[config.mk]
export PLATFORM = sky130hd
export DESIGN_NAME = br_resolve
export DESIGN_NICKNAME = d
export VERILOG_FILES = /design/src/rtl/br_pkg.sv /design/src/rtl/br_decode.sv /design/src/rtl/br_cond.sv /design/src/rtl/br_target.sv /design/src/rtl/br_resolve.sv
export SDC_FILE = /design/constraint.sdc
export NUM_CORES = 1
export LEC_CHECK = 0
export BUFFER_PORTS_ARGS = -buffer_cell sky130_fd_sc_hd__buf_2
export CELL_PAD_IN_SITES_DETAIL_PLACEMENT = 1
export CELL_PAD_IN_SITES_GLOBAL_PLACEMENT = 2
export CORE_MARGIN = 10
export CORE_UTILIZATION = 24
export DETAILED_ROUTE_END_ITERATION = 8
export GPL_TIMING_DRIVEN = 0
export PLACE_DENSITY_LB_ADDON = 0.1
export SLEW_MARGIN = 5
export SYNTH_ARGS = -nofsm -noshare
export SYNTH_HDL_FRONTEND = slang
export SYNTH_SLANG_ARGS = --single-unit
[constraint.sdc]
create_clock -name vclk -period 4.9
set_clock_uncertainty 0.15 [all_clocks]
set_input_delay 0.49 -clock vclk [all_inputs]
set_output_delay 0.49 -clock vclk [all_outputs]
set_load 0.01 [all_outputs]
[src/rtl/br_pkg.sv]
package br_pkg;
  localparam logic [5:0] OP_JMP = 6'b000010;
  localparam logic [5:0] OP_BEQ = 6'b000100;
  localparam logic [5:0] OP_BNE = 6'b000101;
  localparam logic [5:0] OP_BEZ = 6'b000110;
  localparam logic [5:0] OP_BNZ = 6'b000111;

  localparam int unsigned OFF_W = 16;
  localparam int unsigned JT_W  = 26;

  typedef enum logic [2:0] {
    K_NONE, K_EQ, K_NE, K_EZ, K_NZ, K_JMP
  } br_kind_e;
endpackage

[src/rtl/br_decode.sv]
module br_decode
  import br_pkg::*;
(
  input  logic                valid_i,
  input  logic [31:0]         instr_i,
  output br_kind_e            kind_o,
  output logic [OFF_W-1:0]    off_o,
  output logic [JT_W-1:0]     jt_o
);
  always_comb begin
    kind_o = K_NONE;
    if (valid_i) begin
      unique case (instr_i[31:26])
        OP_BEQ:  kind_o = K_EQ;
        OP_BNE:  kind_o = K_NE;
        OP_BEZ:  kind_o = K_EZ;
        OP_BNZ:  kind_o = K_NZ;
        OP_JMP:  kind_o = K_JMP;
        default: kind_o = K_NONE;
      endcase
    end
  end

  assign off_o = instr_i[OFF_W-1:0];
  assign jt_o  = instr_i[JT_W-1:0];
endmodule

[src/rtl/br_cond.sv]
module br_cond
  import br_pkg::*;
#(
  parameter int unsigned XLEN = 32
) (
  input  br_kind_e          kind_i,
  input  logic [XLEN-1:0]   a_i,
  input  logic [XLEN-1:0]   b_i,
  output logic              taken_o
);
  logic eq, a_zero;
  assign eq     = (a_i == b_i);
  assign a_zero = (a_i == '0);

  always_comb begin
    unique case (kind_i)
      K_EQ:    taken_o = eq;
      K_NE:    taken_o = !eq;
      K_EZ:    taken_o = a_zero;
      K_NZ:    taken_o = !a_zero;
      K_JMP:   taken_o = 1'b1;
      default: taken_o = 1'b0;
    endcase
  end
endmodule

[src/rtl/br_target.sv]
module br_target
  import br_pkg::*;
#(
  parameter int unsigned XLEN = 32
) (
  input  logic [XLEN-1:0]   pc_i,
  input  br_kind_e          kind_i,
  input  logic [OFF_W-1:0]  off_i,
  input  logic [JT_W-1:0]   jt_i,
  output logic [XLEN-1:0]   target_o
);
  localparam int unsigned SH_W  = OFF_W + 2;
  localparam int unsigned JLO_W = JT_W + 2;

  logic [XLEN-1:0]  seq_pc, br_tgt, jmp_tgt;
  logic [JLO_W-1:0] jlo;

  assign seq_pc = pc_i + XLEN'(4);
  assign br_tgt = seq_pc + {{(XLEN-SH_W){off_i[OFF_W-1]}}, off_i, 2'b00};
  assign jlo    = {jt_i, 2'b00};

  // Jump keeps the region bits of the sequential PC when the PC is wider
  generate
    if (XLEN > JLO_W) begin : g_region
      assign jmp_tgt = {seq_pc[XLEN-1:JLO_W], jlo};
    end else begin : g_flat
      assign jmp_tgt = jlo[XLEN-1:0];
    end
  endgenerate

  assign target_o = (kind_i == K_JMP) ? jmp_tgt : br_tgt;
endmodule

[src/rtl/br_resolve.sv]
module br_resolve
  import br_pkg::*;
#(
  parameter int unsigned XLEN = 32
) (
  input  logic              id_valid_i,
  input  logic [31:0]       id_instr_i,
  input  logic [XLEN-1:0]   id_pc_i,
  input  logic [XLEN-1:0]   rs_val_i,
  input  logic [XLEN-1:0]   rt_val_i,
  input  logic [XLEN-1:0]   if_pc_i,
  input  logic              ld_stall_i,
  output logic              redirect_o,
  output logic [XLEN-1:0]   next_pc_o,
  output logic              flush_o
);
  br_kind_e         kind;
  logic [OFF_W-1:0] off;
  logic [JT_W-1:0]  jt;
  logic             taken;
  logic [XLEN-1:0]  target;

  br_decode u_dec (
    .valid_i (id_valid_i),
    .instr_i (id_instr_i),
    .kind_o  (kind),
    .off_o   (off),
    .jt_o    (jt)
  );

  br_cond #(.XLEN(XLEN)) u_cond (
    .kind_i  (kind),
    .a_i     (rs_val_i),
    .b_i     (rt_val_i),
    .taken_o (taken)
  );

  br_target #(.XLEN(XLEN)) u_tgt (
    .pc_i     (id_pc_i),
    .kind_i   (kind),
    .off_i    (off),
    .jt_i     (jt),
    .target_o (target)
  );

  // Stall wins: branch waits in decode for its operand
  assign redirect_o = taken && !ld_stall_i;
  assign flush_o    = redirect_o;

  always_comb begin
    if (redirect_o)      next_pc_o = target;
    else if (ld_stall_i) next_pc_o = if_pc_i;
    else                 next_pc_o = if_pc_i + XLEN'(4);
  end
endmodule

# Word-level counts from Yosys, hierarchy flattened
# Index checks and enable logic that the tools add are counted.
[word_totals] reg_bits=0 word_cells=25 ramBits=0 memories=0 latchBits=0 out_inout_bits=34 inputBits=162 rom_bits=0
[op_classes] eq_ne=11 shift=0 n_mux=6 bitwise=0 add_sub_neg=3 mul=0 magnitude_cmp=0 div=0 reduce_logical=5
[ops] cell="$mux 32" count=3
[ops] cell="$add 32x3->32 const B" count=2
[ops] cell="$add 32x32->32" count=1
[ops] cell="$eq 32x32->1" count=1
[ops] cell="$logic_not 32->1" count=1
[ops] cell="$eq 6x3->1 const B" count=4
[ops] cell="$pmux 3 s5" count=1
[ops] cell="$eq 3x2->1 const B" count=2
[ops] cell="$eq 3x3->1 const B" count=2
[ops] cell="$eq 6x2->1 const B" count=1
[ops] cell="$pmux 1 s5" count=1
[ops] cell="$eq 3x1->1 const B" count=1
[ops] cell="$logic_not 1->1" count=3
[ops] cell="$mux 3" count=1
[ops] cell="$logic_and 1x1->1" count=1

# Longest topological paths before layout
# Gate-level depths: netlist (run 1).
[depth] ltp_word=7 ltp_mapped=16 mapped_depth_nobuf=14

# Hierarchy
# From an unflattened synthesis (run 1), not the netlist that was laid out.
[unflattened] cells_unflattened=743 area_unflattened_um2=4833.4
[modules_own_cells] module="br_target" area_each_um2=2845.2 cells_each=442 seq_area_each_um2=0.0 n_inst=1
[modules_own_cells] module="br_resolve" area_each_um2=1126.1 cells_each=189 seq_area_each_um2=0.0 n_inst=1
[modules_own_cells] module="br_cond" area_each_um2=476.7 cells_each=63 seq_area_each_um2=0.0 n_inst=1
[modules_own_cells] module="br_decode" area_each_um2=385.4 cells_each=49 seq_area_each_um2=0.0 n_inst=1

# Worst setup path before layout (run 1)
# No wires, ideal clock.
[synth_timing] path_kind="input to output" startpoint="input id_pc_i[9]" endpoint="output next_pc_o[31]" t_required_ns=4.260 n_path_buf=1 path_slack_ns=0.672 stages=14 t_arrival_ns=3.588 path_cell_list="and4_1 nand4_1 nor3_1 nand4_1 xnor2_1 ha_1 and3_1 clkbuf_1 nand3_1 a211oi_2 o31ai_2 and3b_1 or4_1 a31o_1"
[synth_between] elab_chain_len=4
[synth_lines] element="start: declaration" line_no="br_resolve.sv:8" rtl="input logic [XLEN-1:0] id_pc_i,"
[synth_lines] element="$add 32x3->32 (*)" line_no="br_target.sv:18" rtl="assign seq_pc = pc_i + XLEN'(4);"
[synth_lines] element="$add 32x32->32" line_no="br_target.sv:19" rtl="assign br_tgt = seq_pc + {{(XLEN-SH_W){off_i[OFF_W-1]}}, off_i, 2'b00};"
[synth_lines] element="$mux 32 (*)" line_no="br_target.sv:31" rtl="assign target_o = (kind_i == K_JMP) ? jmp_tgt : br_tgt;"
[synth_lines] element="$mux 32 (*)" line_no="br_resolve.sv:51" rtl="if (redirect_o) next_pc_o = target;"
[synth_lines] element="end: declaration" line_no="br_resolve.sv:14" rtl="output logic [XLEN-1:0] next_pc_o,"
# Mark *: on every way between the ends. The rest lies on a longest branch, timed or not.

# Final worst setup path (run 1)
[layout_timing] startpoint="input id_pc_i[8]" endpoint="output next_pc_o[31]"
# Same word-level chain as after synthesis.

==> results of run 1 <==
## cells in the final DEF, fill, tap and decap left out, types with 3 or more instances in the layout
cell type and n:
o31a_1 3, clkbuf_1 6, a21oi_1 36, xor2_1 56, ha_1 35, nand2b_1 3
o211ai_1 8, a31oi_1 13, and2_1 11, mux2i_1 3, and3_1 8, or3_1 5
nand2_1 71, nor4_1 22, buf_2 201, nor2b_1 4, xnor2_1 52, o21ai_1 11
a31o_1 3, nor3_1 10, buf_4 5, nor2_1 44, o21ai_0 17, nand3_1 31
a21o_1 13, o211a_1 4, nand4_1 23, a211oi_1 5, inv_1 16, o31ai_1 5
## synthesized netlist by cell type, types with 8 or more instances
master	n	area share
o21ai_1	11	0.014
o21ai_0	17	0.022
and3_1	9	0.015
xnor2_1	52	0.12
nor2_1	46	0.045
nor3_1	12	0.016
nand2_1	71	0.069
a21o_1	13	0.025
nand3_1	32	0.042
clkbuf_1	8	0.0078
inv_1	16	0.016
xor2_1	56	0.13
a21oi_1	36	0.047
o211ai_1	8	0.016
nor4_1	22	0.036
ha_1	36	0.12
a31oi_1	13	0.021
nand4_1	23	0.037
and2_1	11	0.018
## worst max-delay path: stages
cell and delay (ns):
buf_2 0.13, and4_4 0.26, nand4_1 0.08, buf_4 0.18, nor2_2 0.16, nand3_1 0.13
xnor2_1 0.17, ha_1 0.26, buf_6 0.14, a21o_1 0.17, a31o_1 0.25, o211a_1 0.25
o21a_1 0.22, o31ai_2 0.26, a21boi_1 0.12, or4_1 0.42, a31o_1 0.23, buf_2 0.13
## per-stage QoR
step	TNS, ns	area [um2]	hold WS [ns]	power (uW)	utilization
finish	0	5180	1.15	492	0.327
global route	0	5180	1.18	547	0.327
CTS	0	5150	1.16	494	0.325
detailed placement	-1.10	5110	1.16	489	0.323
global placement	-0.986	5110	1.15	484	0.323
floorplan	0	3860	0.957	287	-
## power by group through the flow
stage	clock network, uW	registers, uW	logic [uW]
final	0	0	492
after global routing	0	0	547
after CTS	0	0	494
after detailed placement	0	0	489
after global placement	0	0	484
after floorplan	0	0	287
## layer usage
| metal | up-vias | GRT usage | routed length (um) |
|---|---|---|---|
| met3 | 4 | 0.0114 | 544 |
| met1 | 2382 | 0.226 | 9220 |
| met2 | 107 | 0.315 | 9950 |
| met5 | - | 0 | 0 |
| met4 | 0 | 0.00350 | 55 |
| li1 | 2542 | - | - |
## cells by family after synthesis
| kind of cell | share of synthesized area |
|---|---|
| AND/OR/NAND/NOR | 0.330 |
| AO/OA/AOI/OAI | 0.253 |
| XOR/XNOR | 0.245 |
| adder cells (fa/ha/maj) | 0.122 |
| buffers and inverters | 0.0415 |
| multiplexers | 0.00778 |
## final cells by class
class / instances / area share
buffer: 16 / 0.0171
inverter: 17 / 0.0123
multi-input combinational: 545 / 0.728
tap: 216 / 0.0522
timing repair buffer: 197 / 0.191
## worst min-delay path by stage
stage / start / end / slack (ns) / cells after the start
global route: id_pc_i[1] / next_pc_o[1] / 1.18 / 4
finish: id_pc_i[1] / next_pc_o[1] / 1.15 / 4
floorplan: if_pc_i[0] / next_pc_o[0] / 0.96 / 2
CTS: if_pc_i[0] / next_pc_o[0] / 1.16 / 4
detailed placement: if_pc_i[0] / next_pc_o[0] / 1.16 / 4
global placement: id_pc_i[1] / next_pc_o[1] / 1.15 / 4
## repair_timing
action | in CTS | in global routing
buffers inserted | 1 | 0
pin swaps | 1 | 0
resized for setup | 8 | 9
hold buffers | 0 | 0
setup endpoints to repair | 6 | 6
==> impl_metrics.toml, run 1 <==
[floorplanning]
die_area_um2 = 21500
start_util = 0.244
fp.dieH_um = 147
rows = 46
core_um2 = 15800
die_w_um = 147
ios = 196

[timing]
period_minus_slack_ns = 4.73
hold_violations = 0
rsz0062_at_grt = "false"
tightest_slew_ns = 1.14
period_share = 0.965
finalSetupViolCount = 0
fmax_mhz = 212
slew_headroom = 0.235
setup_ws_ns = 0.174
slew_viol_final = 0

[power_and_ir_drop]
power_density_nw_per_um2 = 94.9
pwr-share-seq = 0
switching_share = 0.569
power_frac_comb = 1.000
vdd_drop_max_mv = 0.0451
p_int_uw = 212
p_leak_uw = 0.00240
p_switching_uw = 280
pwr-share-clk = 0

[synth]
synthesis.nets = 779
synth_cell_type_count = 64
synth_area_per_cell_um2 = 6.65
synth-seq-area-share = 0
yosysWarningCount = 0
postSynthCellCount = 580
synth_area_um2 = 3860

[global_route]
grt_start_max_net_pins = 21
track_usage = 0.172
grt_pass1_vias = 5432
grt_antenna_before_repair = 0
grt_pass1_wl_um = 30400
overflow = 0

[route]
drt-wirelength-per-cell_um = 19.9
vias = 5035
route.detailed.drc = 0
ant_nets = 0
drt_wl_total_um = 19800
vias_per_cell = 5.08
drt_iter0_drc = 182
dr.pass1.iters = 4

[cells_and_area]
drive_gt1_frac = 0.297
num-fill-cells = 2068
nNetsFinal = 976
syn_to_final_growth_pct = 34.3
seq_cells = 0
nClkBuffers = 0
multi_input_area_um2 = 3770
instances_no_fill = 991
regArea_um2 = 0
antenna_cells = 0

[flow_run]
max-cap-violations = 0

[place]
routabilityCongestion = 0.871
dp_worst_setup_slack_ns = -0.401
placed_cells = 992
place_hpwl_um = 17600
io_buffers = 196

[critical_path]
cp-endpoint = "next_pc_o[31]"
critPathMaxFanout = 8
cp-end-kind = "output port"
worstPathArrival_ns = 4.09
cp.required_ns = 4.26
worstSetupPathType = "input pin to output port"
start_kind = "input pin"
crit_start = "id_pc_i[8]"

[min_path]
hp-class = "input pin to output port"

[outcome]
status = "finished clean"
No activity file was read; power rests on OpenSTA's default activity.
==> run 2: changes to the inputs <==
- CORE_UTILIZATION: 24 -> 26
- clock period: 4.9 -> 5.5 ns (I/O delays scaled with it)
==> impl_metrics.toml, run 2 (synthesis gave the netlist of run 1 again) <==
[timing]
hold_violations = 0
finalSetupViolCount = 0
tightest_slew_ns = 1.03
fmax_mhz = 191
slew_viol_final = 0
period_share = 0.952
slew_headroom = 0.307
period_minus_slack_ns = 5.24
tns_ns = 0
setup_ws_ns = 0.262
rsz0062_at_grt = "false"

[outcome]
status = "finished clean"

[floorplanning]
die_area_um2 = 20100
ios = 196
rows = 44
fp.dieH_um = 142
die_w_um = 142
core_um2 = 14500
start_util = 0.265

[cells_and_area]
nClkBuffers = 0
nNetsFinal = 977
regArea_um2 = 0
instances_no_fill = 961
layout_commonest_cell = "buf_2"
seq_cells = 0
drive_gt1_frac = 0.285
syn_to_final_growth_pct = 32.0
fin_util = 0.350
most-common-layout-cells = "buf_2 (201), nand2_1 (71), xor2_1 (56)"

[route]
drt_wl_total_um = 19400
ant_nets = 0
dr.pass1.iters = 4
vias = 5112
drt-wirelength-per-cell_um = 20.2
drt_iter0_drc = 156
route.detailed.drc = 0
vias_per_cell = 5.32

[critical_path]
critPathSlowestCell = "or4_1"
worstPathArrival_ns = 4.54
cp.buffers_inverters = 3
cp.required_ns = 4.80
critPathMaxStageDelay_ns = 0.47
crit_family = "simple AND/OR/NAND/NOR gates"
start_kind = "input pin"
worstSetupPathType = "input pin to output port"
critPathMaxFanout = 7
cp-end-kind = "output port"
crit_chain = "buf_2 > and4_1 > nand4_1 > nor3_4 > nand4_1 > xnor2_1 > ha_1 > and3_1 > clkbuf_1 > nand3_1 > a211oi_2 > o31ai_2 > and3b_1 > or4_1 > a31o_1 > buf_2"

[power_and_ir_drop]
total_power_uw = 434
p_leak_uw = 0.00238
vdd_drop_max_mv = 0.0357
power_density_nw_per_um2 = 85.3

[place]
dp_worst_setup_slack_ns = 0.115
place_hpwl_um = 17300
placed_cells = 960
io_buffers = 196
routabilityCongestion = 0.870

[flow_run]
max-cap-violations = 0

[global_route]
overflow = 0
grt_pass1_vias = 5487
grt_pass1_wl_um = 29800
grt_antenna_before_repair = 1
grt_start_max_net_pins = 21
track_usage = 0.180

[clocking]
cts_setup_buffers = 0

[min_path]
hp-class = "input pin to output port"
run 2: cell types whose count changed in the layout (fill, tap and decap cells not counted), sizes merged:
cell,before,now
clkbuf,6,8
buf,207,206
diode,0,1
run 2: cell type report:
class | count | area (um2)
inverters | 17 | 63.8
fillers | 1946 | 9440
multi-input cells | 545 | 3720
repair buffers | 196 | 981
well taps | 184 | 230
diodes | 1 | 2.50
plain buffers | 18 | 96.3
run 2: report_power, final:
group	internal, uW	leakage (uW)	switching [uW]
clock	0.0000243	0.00000000634	0
combinational	187	0.00238	247
sequential	0	0	0
total	187	0.00238	247
run 2: path summary, 6_finish.rpt:
check | slack (ns) | to | startpoint | depth (start not counted)
hold / removal | 1.28 | next_pc_o[1] | if_pc_i[1] | 4
setup / recovery | 0.26 | next_pc_o[31] | id_pc_i[8] | 16
run 2: repair_timing:
item                                    in CTS  in global routing
resized for setup                            0                  4
hold buffers                                 0                  0
endpoints found under the setup margin       0                  5
run 2: per-layer routing:
| metal | global-route usage | wire length, um |
|---|---|---|
| met5 | 0 | 0 |
| met4 | 0.0161 | 164 |
| met3 | 0.0184 | 735 |
| met2 | 0.344 | 10100 |
| met1 | 0.216 | 8370 |
run 2: stage by stage:
stage	hold slack, ns	instance area, um2
global route	1.30	5090
detailed placement	1.28	5070
floorplan	1.08	3860
global placement	1.27	5070
CTS	1.28	5070
finish	1.28	5090
